[config.mk]
export PLATFORM = sky130hd
export DESIGN_NAME = exc_seq
export DESIGN_NICKNAME = d
export VERILOG_FILES = /design/src/rtl/exc_seq_pkg.sv /design/src/rtl/exc_seq_cyc_ctr.sv /design/src/rtl/exc_seq_target.sv /design/src/rtl/exc_seq_nest.sv /design/src/rtl/exc_seq.sv
export SDC_FILE = /design/constraint.sdc
export NUM_CORES = 1
export LEC_CHECK = 0
export CAP_MARGIN = 20
export CORE_ASPECT_RATIO = 1.5
export CORE_MARGIN = 2
export CORE_UTILIZATION = 60
export DETAILED_ROUTE_END_ITERATION = 10
export DONT_BUFFER_PORTS = 1
export GPL_TIMING_DRIVEN = 0
export PLACE_DENSITY = 0.79
export RECOVER_POWER = 25
export SYNTH_ARGS = -nofsm -noshare
export SYNTH_HDL_FRONTEND = slang
export SYNTH_SLANG_ARGS = --single-unit
[constraint.sdc]
create_clock -name clk_i -period 7.75 [get_ports clk_i]
set_clock_uncertainty 0.05 [all_clocks]
set_input_delay 1.55 -clock clk_i [delete_from_list [all_inputs] [get_ports clk_i]]
set_output_delay 1.55 -clock clk_i [all_outputs]
set_load 0.03 [all_outputs]
[src/rtl/exc_seq_pkg.sv]
`timescale 1ns/1ps
package exc_seq_pkg;
  typedef enum logic [2:0] {
    ST_IDLE  = 3'd0,
    ST_STACK = 3'd1,
    ST_VEC   = 3'd2,
    ST_RUN   = 3'd3,
    ST_UNSTK = 3'd4,
    ST_TAIL  = 3'd5
  } seq_state_e;
endpackage

[src/rtl/exc_seq_cyc_ctr.sv]
`timescale 1ns/1ps
module exc_seq_cyc_ctr #(
  parameter int CW = 4
) (
  input  logic          clk_i,
  input  logic          rst_ni,
  input  logic          start_i,
  input  logic          step_i,
  input  logic          clr_i,
  output logic [CW-1:0] cyc_o
);
  always_ff @(posedge clk_i or negedge rst_ni) begin
    if (!rst_ni)      cyc_o <= '0;
    else if (clr_i)   cyc_o <= '0;
    else if (start_i) cyc_o <= CW'(1);
    else if (step_i)  cyc_o <= cyc_o + CW'(1);
  end
endmodule

[src/rtl/exc_seq_target.sv]
`timescale 1ns/1ps
module exc_seq_target #(
  parameter int NW = 8,
  parameter int PW = 4,
  localparam int FW = 1 + 2 * (NW + PW)
) (
  input  logic          clk_i,
  input  logic          rst_ni,
  input  logic          load_i,
  input  logic          late_i,
  input  logic          chain_i,
  input  logic          restore_i,
  input  logic [NW-1:0] new_num_i,
  input  logic [PW-1:0] new_prio_i,
  input  logic [NW-1:0] chain_num_i,
  input  logic [PW-1:0] chain_prio_i,
  input  logic [FW-1:0] frame_i,
  output logic [NW-1:0] cur_num_o,
  output logic [PW-1:0] cur_prio_o,
  output logic          late_o,
  output logic [NW-1:0] disp_num_o,
  output logic [PW-1:0] disp_prio_o,
  output logic [FW-1:0] frame_o
);
  always_ff @(posedge clk_i or negedge rst_ni) begin
    if (!rst_ni) begin
      cur_num_o   <= '0;
      cur_prio_o  <= '0;
      late_o      <= 1'b0;
      disp_num_o  <= '0;
      disp_prio_o <= '0;
    end else if (load_i) begin
      cur_num_o  <= new_num_i;
      cur_prio_o <= new_prio_i;
      late_o     <= 1'b0;
    end else if (late_i) begin
      disp_num_o  <= cur_num_o;
      disp_prio_o <= cur_prio_o;
      cur_num_o   <= new_num_i;
      cur_prio_o  <= new_prio_i;
      late_o      <= 1'b1;
    end else if (chain_i) begin
      cur_num_o  <= chain_num_i;
      cur_prio_o <= chain_prio_i;
      late_o     <= 1'b0;
    end else if (restore_i) begin
      {late_o, disp_num_o, disp_prio_o, cur_num_o, cur_prio_o} <= frame_i;
    end
  end

  assign frame_o = {late_o, disp_num_o, disp_prio_o, cur_num_o, cur_prio_o};

  // the sequencer issues at most one target command per cycle
  assert_one_cmd_R6: assert property (@(posedge clk_i) disable iff (!rst_ni)
    $onehot0({load_i, late_i, chain_i, restore_i}));

  // a late swap always moves to a strictly more urgent target
  assert_late_urgent_R6: assert property (@(posedge clk_i) disable iff (!rst_ni)
    late_i |=> (late_o && cur_prio_o < $past(cur_prio_o)));
endmodule

[src/rtl/exc_seq_nest.sv]
`timescale 1ns/1ps
module exc_seq_nest #(
  parameter int DEPTH = 4,
  parameter int EW    = 25,
  localparam int AW   = (DEPTH > 1) ? $clog2(DEPTH) : 1,
  localparam int CNTW = $clog2(DEPTH + 1)
) (
  input  logic          clk_i,
  input  logic          rst_ni,
  input  logic          push_i,
  input  logic          pop_i,
  input  logic [EW-1:0] din_i,
  output logic [EW-1:0] top_o,
  output logic          empty_o,
  output logic          full_o
);
  logic [EW-1:0]   mem_q [DEPTH];
  logic [CNTW-1:0] cnt_q;

  always_ff @(posedge clk_i or negedge rst_ni) begin
    if (!rst_ni)     cnt_q <= '0;
    else if (push_i) cnt_q <= cnt_q + CNTW'(1);
    else if (pop_i)  cnt_q <= cnt_q - CNTW'(1);
  end

  always_ff @(posedge clk_i) begin
    if (push_i) mem_q[AW'(cnt_q)] <= din_i;
  end

  assign empty_o = (cnt_q == '0);
  assign full_o  = (cnt_q == CNTW'(DEPTH));
  assign top_o   = empty_o ? '0 : mem_q[AW'(cnt_q - CNTW'(1))];

  assert_no_overflow_R9: assert property (@(posedge clk_i) disable iff (!rst_ni)
    push_i |-> !full_o);
  assert_no_underflow_R9: assert property (@(posedge clk_i) disable iff (!rst_ni)
    pop_i |-> !empty_o);
  assert_no_pushpop_R9: assert property (@(posedge clk_i) disable iff (!rst_ni)
    !(push_i && pop_i));
endmodule

[src/rtl/exc_seq.sv]
`timescale 1ns/1ps
module exc_seq
  import exc_seq_pkg::*;
#(
  parameter int NUM_W      = 8,
  parameter int PRIO_W     = 4,
  parameter int N_REGS     = 8,
  parameter int VEC_CYC    = 4,
  parameter int UNSTK_CYC  = 10,
  parameter int TAIL_CYC   = 6,
  parameter int NEST_DEPTH = 4,
  localparam int ENTRY_CYC = N_REGS + VEC_CYC,
  localparam int MAX_CYC   = (ENTRY_CYC > UNSTK_CYC) ?
                             ((ENTRY_CYC > TAIL_CYC) ? ENTRY_CYC : TAIL_CYC) :
                             ((UNSTK_CYC > TAIL_CYC) ? UNSTK_CYC : TAIL_CYC),
  localparam int CW        = $clog2(MAX_CYC + 1)
) (
  input  logic              clk_i,
  input  logic              rst_ni,
  input  logic              take_i,
  input  logic [NUM_W-1:0]  take_num_i,
  input  logic [PRIO_W-1:0] take_prio_i,
  input  logic              ret_i,
  output logic [2:0]        state_o,
  output logic [CW-1:0]     cyc_o,
  output logic [NUM_W-1:0]  vec_num_o,
  output logic              push_o,
  output logic              pop_o,
  output logic              busy_o
);
  localparam int FW = 1 + 2 * (NUM_W + PRIO_W);
  localparam logic [CW-1:0] STK_END = CW'(N_REGS);
  localparam logic [CW-1:0] ENT_END = CW'(ENTRY_CYC);
  localparam logic [CW-1:0] UNS_END = CW'(UNSTK_CYC);
  localparam logic [CW-1:0] TAI_END = CW'(TAIL_CYC);

  seq_state_e state_q, state_d;
  logic [CW-1:0] cyc;
  logic cyc_start, cyc_step, cyc_clr;
  logic tg_load, tg_late, tg_chain, tg_restore;
  logic nest_push, nest_pop, nest_empty, nest_full;
  logic [FW-1:0] nest_top, cur_frame;
  logic [NUM_W-1:0]  cur_num, disp_num, chain_num;
  logic [PRIO_W-1:0] cur_prio, disp_prio, chain_prio, top_prio;
  logic late, take_ok, urgent;

  assign top_prio = nest_top[PRIO_W-1:0];
  assign urgent   = take_i && (take_prio_i < cur_prio);
  // offer outranks whatever the return would go back to
  assign take_ok  = take_i && (nest_empty || take_prio_i < top_prio);

  always_comb begin
    state_d    = state_q;
    cyc_start  = 1'b0;
    cyc_step   = 1'b0;
    cyc_clr    = 1'b0;
    tg_load    = 1'b0;
    tg_late    = 1'b0;
    tg_chain   = 1'b0;
    tg_restore = 1'b0;
    nest_push  = 1'b0;
    nest_pop   = 1'b0;
    chain_num  = take_num_i;
    chain_prio = take_prio_i;
    unique case (state_q)
      ST_IDLE: begin
        if (take_i) begin
          state_d   = ST_STACK;
          cyc_start = 1'b1;
          tg_load   = 1'b1;
        end
      end
      ST_STACK, ST_VEC: begin
        tg_late = urgent;
        if (state_q == ST_VEC && cyc == ENT_END) begin
          state_d = ST_RUN;
          cyc_clr = 1'b1;
        end else begin
          cyc_step = 1'b1;
          if (state_q == ST_STACK && cyc == STK_END) state_d = ST_VEC;
        end
      end
      ST_RUN: begin
        if (ret_i) begin
          if (late) begin
            state_d   = ST_TAIL;
            cyc_start = 1'b1;
            tg_chain  = 1'b1;
            if (!(take_ok && take_prio_i < disp_prio)) begin
              chain_num  = disp_num;
              chain_prio = disp_prio;
            end
          end else if (take_ok) begin
            state_d   = ST_TAIL;
            cyc_start = 1'b1;
            tg_chain  = 1'b1;
          end else begin
            state_d   = ST_UNSTK;
            cyc_start = 1'b1;
          end
        end else if (urgent) begin
          state_d   = ST_STACK;
          cyc_start = 1'b1;
          tg_load   = 1'b1;
          nest_push = 1'b1;
        end
      end
      ST_UNSTK: begin
        if (cyc == UNS_END) begin
          cyc_clr = 1'b1;
          if (!nest_empty) begin
            state_d    = ST_RUN;
            nest_pop   = 1'b1;
            tg_restore = 1'b1;
          end else begin
            state_d = ST_IDLE;
          end
        end else begin
          cyc_step = 1'b1;
        end
      end
      ST_TAIL: begin
        if (cyc == TAI_END) begin
          state_d = ST_RUN;
          cyc_clr = 1'b1;
        end else begin
          cyc_step = 1'b1;
        end
      end
      default: state_d = ST_IDLE;
    endcase
  end

  always_ff @(posedge clk_i or negedge rst_ni) begin
    if (!rst_ni) state_q <= ST_IDLE;
    else         state_q <= state_d;
  end

  exc_seq_cyc_ctr #(.CW(CW)) u_cyc (
    .clk_i   (clk_i),
    .rst_ni  (rst_ni),
    .start_i (cyc_start),
    .step_i  (cyc_step),
    .clr_i   (cyc_clr),
    .cyc_o   (cyc)
  );

  exc_seq_target #(.NW(NUM_W), .PW(PRIO_W)) u_target (
    .clk_i        (clk_i),
    .rst_ni       (rst_ni),
    .load_i       (tg_load),
    .late_i       (tg_late),
    .chain_i      (tg_chain),
    .restore_i    (tg_restore),
    .new_num_i    (take_num_i),
    .new_prio_i   (take_prio_i),
    .chain_num_i  (chain_num),
    .chain_prio_i (chain_prio),
    .frame_i      (nest_top),
    .cur_num_o    (cur_num),
    .cur_prio_o   (cur_prio),
    .late_o       (late),
    .disp_num_o   (disp_num),
    .disp_prio_o  (disp_prio),
    .frame_o      (cur_frame)
  );

  exc_seq_nest #(.DEPTH(NEST_DEPTH), .EW(FW)) u_nest (
    .clk_i   (clk_i),
    .rst_ni  (rst_ni),
    .push_i  (nest_push),
    .pop_i   (nest_pop),
    .din_i   (cur_frame),
    .top_o   (nest_top),
    .empty_o (nest_empty),
    .full_o  (nest_full)
  );

  assign state_o   = state_q;
  assign cyc_o     = cyc;
  assign vec_num_o = cur_num;
  assign push_o    = (state_q == ST_STACK);
  assign pop_o     = (state_q == ST_UNSTK) && (cyc <= STK_END);
  assign busy_o    = (state_q == ST_STACK) || (state_q == ST_UNSTK);

  assert_stack_len_R2: assert property (@(posedge clk_i) disable iff (!rst_ni)
    (state_q == ST_VEC && $past(state_q) == ST_STACK) |-> $past(cyc) == STK_END);
  assert_entry_len_R2: assert property (@(posedge clk_i) disable iff (!rst_ni)
    (state_q == ST_RUN && $past(state_q) == ST_VEC) |-> $past(cyc) == ENT_END);
  assert_unstk_len_R4: assert property (@(posedge clk_i) disable iff (!rst_ni)
    (state_q != ST_UNSTK && $past(state_q) == ST_UNSTK) |-> $past(cyc) == UNS_END);
  assert_tail_len_R5: assert property (@(posedge clk_i) disable iff (!rst_ni)
    (state_q != ST_TAIL && $past(state_q) == ST_TAIL) |-> $past(cyc) == TAI_END);
  assert_late_timing_R6: assert property (@(posedge clk_i) disable iff (!rst_ni)
    (tg_late && cyc != ENT_END) |=> cyc == CW'($past(cyc) + CW'(1)));
  assert_ret_ignored_R11: assert property (@(posedge clk_i) disable iff (!rst_ni)
    (ret_i && state_q == ST_TAIL) |=> (state_q == ST_TAIL || state_q == ST_RUN));
  assert_nest_room_R9: assert property (@(posedge clk_i) disable iff (!rst_ni)
    nest_push |-> !nest_full);
endmodule

**Yosys cells after proc, flatten, opt, wreduce, memory -nomap -nowiden**

Memories as Yosys holds them, arrays and structs flattened.
Index checks and enable logic that the tools add are counted.
Widths: inputs -> output; s select.

- Word-level logic and storage cells: 117
- Memories kept: 1
- Flip-flop bits (word level): 35
- Output and inout bits: 18
- RAM bits: 100

- Mux-type cells: 68
- Bitwise logic cells: 1
- Magnitude comparators: 4
- Equal/unequal tests: 15
- Add/sub/neg operators: 3
- Reduce and logical (&&, ||, !) cells: 17

Memory list:

| name | depth | width | rd ports | clocked after memory_dff | wr ports | RTL line | text |
|---|---|---|---|---|---|---|---|
| u_nest.mem_q | 4 | 25 | 1 | 0 | 1 | exc_seq_nest.sv:17 | `logic [EW-1:0] mem_q [DEPTH];` |

Operator list:

| operator | number |
|---|---|
| $mux 8 | 11 |
| $mux 4 | 14 |
| $mux 1 | 27 |
| $mux 3 | 9 |
| $mux 25 | 1 |
| $pmux 3 s5 | 1 |
| $eq 4x4->1 const B | 3 |
| $lt 4x4->1 | 3 |
| $ne 2x2->1 const B | 4 |
| $eq 3x2->1 const B | 2 |
| $eq 3x3->1 const B | 2 |
| $logic_and 1x1->1 | 6 |
| $logic_not 3->1 | 2 |
| $ne 3x3->1 const B | 2 |
| $pmux 1 s3 | 2 |
| $reduce_and 5->1 | 1 |
| $add 4x1->4 const B | 1 |
| $eq 4x3->1 const B | 1 |
| $le 4x4->1 const B | 1 |
| $pmux 1 s2 | 2 |
| $reduce_bool 2->1 | 2 |
| $reduce_bool 4->1 | 1 |
| $add 3x1->3 const B | 1 |
| $eq 3x1->1 const B | 1 |
| 7 further kinds | 8 |

**Depth between registers and ports, before layout**

An unclocked memory read counts as a cell.

- Word-level depth: 14
- Depth in mapped cells: 15
- Depth with buffers taken out: 11

**Cells and area by module**

A second synthesis with hierarchy kept.

- Cells, all modules: 457
- Area, all modules: 6740.2 sq um

By module, submodules not included:

| module | seq. area each (sq um) | times used | cells each | area an instance (sq um) |
|---|---|---|---|---|
| exc_seq_nest | 3078.0 | 1 | 185 | 4078.9 |
| exc_seq_target | 625.6 | 1 | 137 | 1602.8 |
| exc_seq | 75.1 | 1 | 118 | 858.3 |
| exc_seq_cyc_ctr | 100.1 | 1 | 17 | 200.2 |

**Worst setup path after synthesis**

No wires, ideal clock.

- Kind: input to register
- Start: input port take_prio_i[1]
- End: memory u_nest.mem_q[3][0] (enable)
- Path buffers: 0
- Stages: 5
- Arrival: 3.139 ns
- Setup slack: 4.177 ns
- Library setup time: 0.384 ns
- Path through: ha_1 > a211oi_2 > o21ai_2 > nor2_1 > and2_1

- Cells in the longest elaborated chain, start to end: 7

RTL lines:

| what | RTL line | text |
|---|---|---|
| from (decl) | exc_seq.sv:22 | `input logic [PRIO_W-1:0] take_prio_i,` |
| $lt 4x4->1 | exc_seq.sv:48 | `assign urgent = take_i && (take_prio_i < cur_prio);` |
| $logic_and 1x1->1 | exc_seq.sv:48 |  |
| $mux 1 | exc_seq.sv:101 | `end else if (urgent) begin` |
| $mux 1 | exc_seq.sv:84 | `if (ret_i) begin` |
| $mux 1 | exc_seq.sv:65 | `unique case (state_q)` |
| $mux 1 | exc_seq_nest.sv:27 | `if (push_i) mem_q[AW'(cnt_q)] <= din_i;` |
| $mux 1 (not written as such) | exc_seq_nest.sv:27 |  |
| to (decl) | exc_seq_nest.sv:17 |  |

No other way between the ends.

**Final worst setup path**

- Start: register u_nest.cnt_q[0]
- End: register u_target.cur_prio_o[2]

- Cells in the longest elaborated chain, start to end: 14

RTL lines:

| what | RTL line | text |
|---|---|---|
| from (decl) | exc_seq_nest.sv:18 | `logic [CNTW-1:0] cnt_q;` |
| from (signal assigned) | exc_seq_nest.sv:22 | `else if (push_i) cnt_q <= cnt_q + CNTW'(1);` |
| from (signal assigned) | exc_seq_nest.sv:23 | `else if (pop_i) cnt_q <= cnt_q - CNTW'(1);` |
| $sub 3x1->3 | - |  |
| $mem_v2 4x25 | - |  |
| $mux 25 | exc_seq_nest.sv:32 | `assign top_o = empty_o ? '0 : mem_q[AW'(cnt_q - CNTW'(1))];` |
| $lt 4x4->1 | exc_seq.sv:50 | `assign take_ok = take_i && (nest_empty \|\| take_prio_i < top_prio);` |
| $logic_or 1x1->1 | exc_seq.sv:50 |  |
| $logic_and 1x1->1 | exc_seq.sv:50 |  |
| $logic_and 1x1->1 | exc_seq.sv:89 | `if (!(take_ok && take_prio_i < disp_prio)) begin` |
| $mux 4 | exc_seq.sv:89 |  |
| $mux 4 | exc_seq.sv:85 | `if (late) begin` |
| $mux 4 | exc_seq.sv:84 |  |
| $mux 4 | exc_seq.sv:65 |  |
| $mux 4 | exc_seq_target.sv:42 | `end else if (chain_i) begin` |
| $mux 4 | exc_seq_target.sv:36 | `end else if (late_i) begin` |
| $mux 4 | exc_seq_target.sv:32 | `end else if (load_i) begin` |
| to (signal assigned) | exc_seq_target.sv:34 | `cur_prio_o <= new_prio_i;` |
| to (signal assigned) | exc_seq_target.sv:40 | `cur_prio_o <= new_prio_i;` |
| to (signal assigned) | exc_seq_target.sv:44 | `cur_prio_o <= chain_prio_i;` |
| to (decl) | exc_seq_target.sv:19 | `output logic [PW-1:0] cur_prio_o,` |

Several ways; a longest one is shown, not always the timed one. The select of a mux whose other input is x is not followed.
A chain may end at the register's enable or synchronous reset.

==> impl_metrics.json <==
{
  "outcome": "complete, no violations",
  "cp_max_fo": 10,
  "grt_antenna_before_repair": 0,
  "r2r-end": "u_target.cur_prio_o[2]",
  "synth_seq_area_share_pct": 60.0,
  "fill_cells": 660,
  "holdPathStages": 1,
  "yosys_most_used_dff": "edfxtp_1",
  "yosysMostFrequentCell": "edfxtp_1",
  "synthCells": 466,
  "crit_path_start_kind": "register",
  "drive_gt1_share_pct": 20.7,
  "p_leak_nw": 2.70,
  "tightest_slew_ps": 974,
  "fin_area_um2": 7380,
  "rrSetupSlack_ps": 3220,
  "num_vias": 4419,
  "p_int_mw": 2.02,
  "r2r-start": "u_nest.cnt_q[0]",
  "period_share_pct": 58.4,
  "cts_tree": "yes",
  "io_pins": 34,
  "dp_hpwl_um": 10000,
  "comb_power_share_pct": 37.5,
  "min_path_type": "register to register",
  "p_clk_share_pct": 27.0,
  "cp.arrival_ps": 4800,
  "io_buffers": 0,
  "dieArea_um2": 11600,
  "cp.required_ps": 8020,
  "setup_slack_ps": 3220,
  "core_um2": 10500,
  "ys_async_sr_fraction_pct": 25.9,
  "post-route-min-period_ps": 4530,
  "syn_nets": 499,
  "setup_tns_ps": 0,
  "rr_worst_depth": 15,
  "drt_iter0_drc": 465,
  "switching_share_pct": 37.3,
  "drc": 0,
  "drt-pass1-iter-count": 7,
  "cts-hold-fix-buffers": 0,
  "synth-seq-cells": 135,
  "cts_setup_buffers": 0,
  "die_w_um": 88.8,
  "overflow": 0,
  "hold_viol_final": 0,
  "wl_per_cell_um": 24.1,
  "cts_sinks": 135,
  "cp-startpoint": "u_nest.cnt_q[0]",
  "power_frac_seq_pct": 35.5,
  "timing.hold.ws_ps": 467,
  "vias_per_cell": 6.84,
  "grt_max_degree": 36,
  "hold_end": "u_nest.cnt_q[2]",
  "area_growth_pct": 14.1,
  "cts_resized": 0,
  "critPathCaptureType": "register",
  "antenna_cells_inserted": 0,
  "timing.slew.headroom_pct": 34.7,
  "post-synth-top-area-cell": "edfxtp_1",
  "clock_path_buffers": 2,
  "postRouteWirelength_um": 15600,
  "p_per_area_nw_per_um2": 437,
  "ant_nets": 0,
  "grt_pass1_vias": 4502,
  "grt_use_total_pct": 29.0,
  "rsz0062_at_grt": "false",
  "fp.dieH_um": 131,
  "dp_slack_ps": 3380,
  "fmax_ghz": 0.221,
  "worstHoldStart": "u_nest.cnt_q[2]",
  "yosysWarnings": 0,
  "cap_violations": 0,
  "placed_cell_area_um2": 6750,
  "clk_pin_slew_ps": 60,
  "yosys-top-cells-area": "edfxtp_1, dfrtp_1, mux4_2",
  "worstSkewPairLatency_ps": 420,
  "cts_max_level": 4,
  "synth_top_area_share_pct": 46.4,
  "netlist_area_um2": 6470,
  "synth_edf_count": 100,
  "total_power_mw": 3.23,
  "grt_pass1_wl_um": 24300,
  "yosysUniqueCellTypes": 67,
  "start_util_pct": 61.4,
  "fin_nets": 522,
  "syn_area_per_cell_um2": 13.9,
  "gp_congestion": 0.856,
  "core.rowCount": 46,
  "final-max-slew-violation-count": 0,
  "clockRootBuffer": "clkbuf_16",
  "finalSetupViolations": 0,
  "p_switching_mw": 1.20,
  "vdd_drop_max_uv": 261,
  "path_class": "register to register",
  "synthTopCellsByCount": "edfxtp_1, nand2_1, dfrtp_1",
  "cts_buffers": 17
}
==> sequential cells by signal (all words and copies together), names as in the netlist <==
signal                flops
state_o                   3
u_cyc.cyc_o               4
u_nest.cnt_q              3
u_nest.mem_q            100
u_target.cur_num_o        8
u_target.cur_prio_o       4
u_target.disp_num_o       8
u_target.disp_prio_o      4
u_target.late_o           1
==> cell usage in the layout (no fill, tap or decap), types with 4 or more instances in the layout <==
| master | instances |
|---|---|
| a211oi_2 | 4 |
| a21oi_1 | 10 |
| a31oi_1 | 19 |
| and2_1 | 5 |
| buf_2 | 11 |
| buf_4 | 9 |
| bufinv_16 | 5 |
| clkbuf_1 | 11 |
| clkbuf_16 | 17 |
| dfrtp_1 | 35 |
| edfxtp_1 | 100 |
| ha_1 | 17 |
| inv_1 | 18 |
| mux4_2 | 24 |
| nand2_1 | 39 |
| nand2b_1 | 6 |
| nand3_1 | 19 |
| nand4_1 | 10 |
| nor2_1 | 23 |
| nor3_1 | 14 |
| o2111ai_1 | 7 |
| o211a_1 | 7 |
| o21ai_0 | 6 |
| or3_1 | 9 |
| xnor2_1 | 5 |
==> logic make-up after synthesis <==
kind of cell	after synthesis	share of synthesized area, %
AND/OR/NAND/NOR	144	11.6
flip-flops	135	60.0
AO/OA/AOI/OAI	84	11.1
buffers and inverters	50	3.87
multiplexers	28	9.07
adder cells (fa/ha/maj)	17	3.29
XOR/XNOR	8	1.08
==> cell type report <==
| cell class | instances | area (um^2) | share of cell area, % |
|---|---|---|---|
| Timing Repair Buffer | 4 | 97.6 | 1.32 |
| Multi-Input combinational cell | 281 | 2340 | 31.7 |
| Inverter | 18 | 67.6 | 0.916 |
| Sequential cell | 135 | 3880 | 52.6 |
| Tap cell | 144 | 180 | 2.44 |
| Clock inverter | 14 | 205 | 2.78 |
| Buffer | 32 | 183 | 2.48 |
| Clock buffer | 18 | 429 | 5.82 |
==> worst max path at each step <==
stage,end,slack (ps),cells past startpoint
after CTS,u_target.cur_prio_o[2],3260,15
after global routing,u_target.cur_prio_o[2],3030,15
after floorplan,u_nest.mem_q[3][0],4180,5
final,u_target.cur_prio_o[2],3220,15
after global placement,u_target.cur_prio_o[2],3460,15
after detailed placement,u_target.cur_prio_o[3],3380,15
==> metrics by stage <==
step                cells  util, %
floorplan             466        -
global placement      610     63.1
detailed placement    614     64.0
CTS                   646     70.1
global route          646     70.1
finish                646     70.1
==> critical path: stages, from the launching register on <==
cell	delay (ps)
dfrtp_1	500
buf_2	430
buf_2	430
inv_1	150
ha_1	380
buf_6	190
mux4_2	310
nand2_1	110
ha_1	260
a21oi_1	240
a211oi_1	120
a211o_1	370
o21ai_4	350
buf_6	210
nor3_1	60
a211oi_2	250
==> per-layer routing <==
layer / vias up / global-route usage [%] / part of all wire (%)
li1: 1845 / - / -
met1: 2253 / 35.2 / 36
met2: 248 / 46.2 / 52
met3: 73 / 7.54 / 7.1
met4: 0 / 16.2 / 5.1
met5: - / 0 / 0
==> power by group through the flow <==
stage | clock, mW | sequential, mW | combinational, mW
global route | 0.904 | 1.16 | 1.30
detailed placement | 0 | 1.15 | 1.17
finish | 0.870 | 1.15 | 1.21
global placement | 0 | 1.14 | 1.13
floorplan | 0 | 1.10 | 0.932
CTS | 0.875 | 1.14 | 1.20
Note: power is estimated with default switching activity, not from simulation.
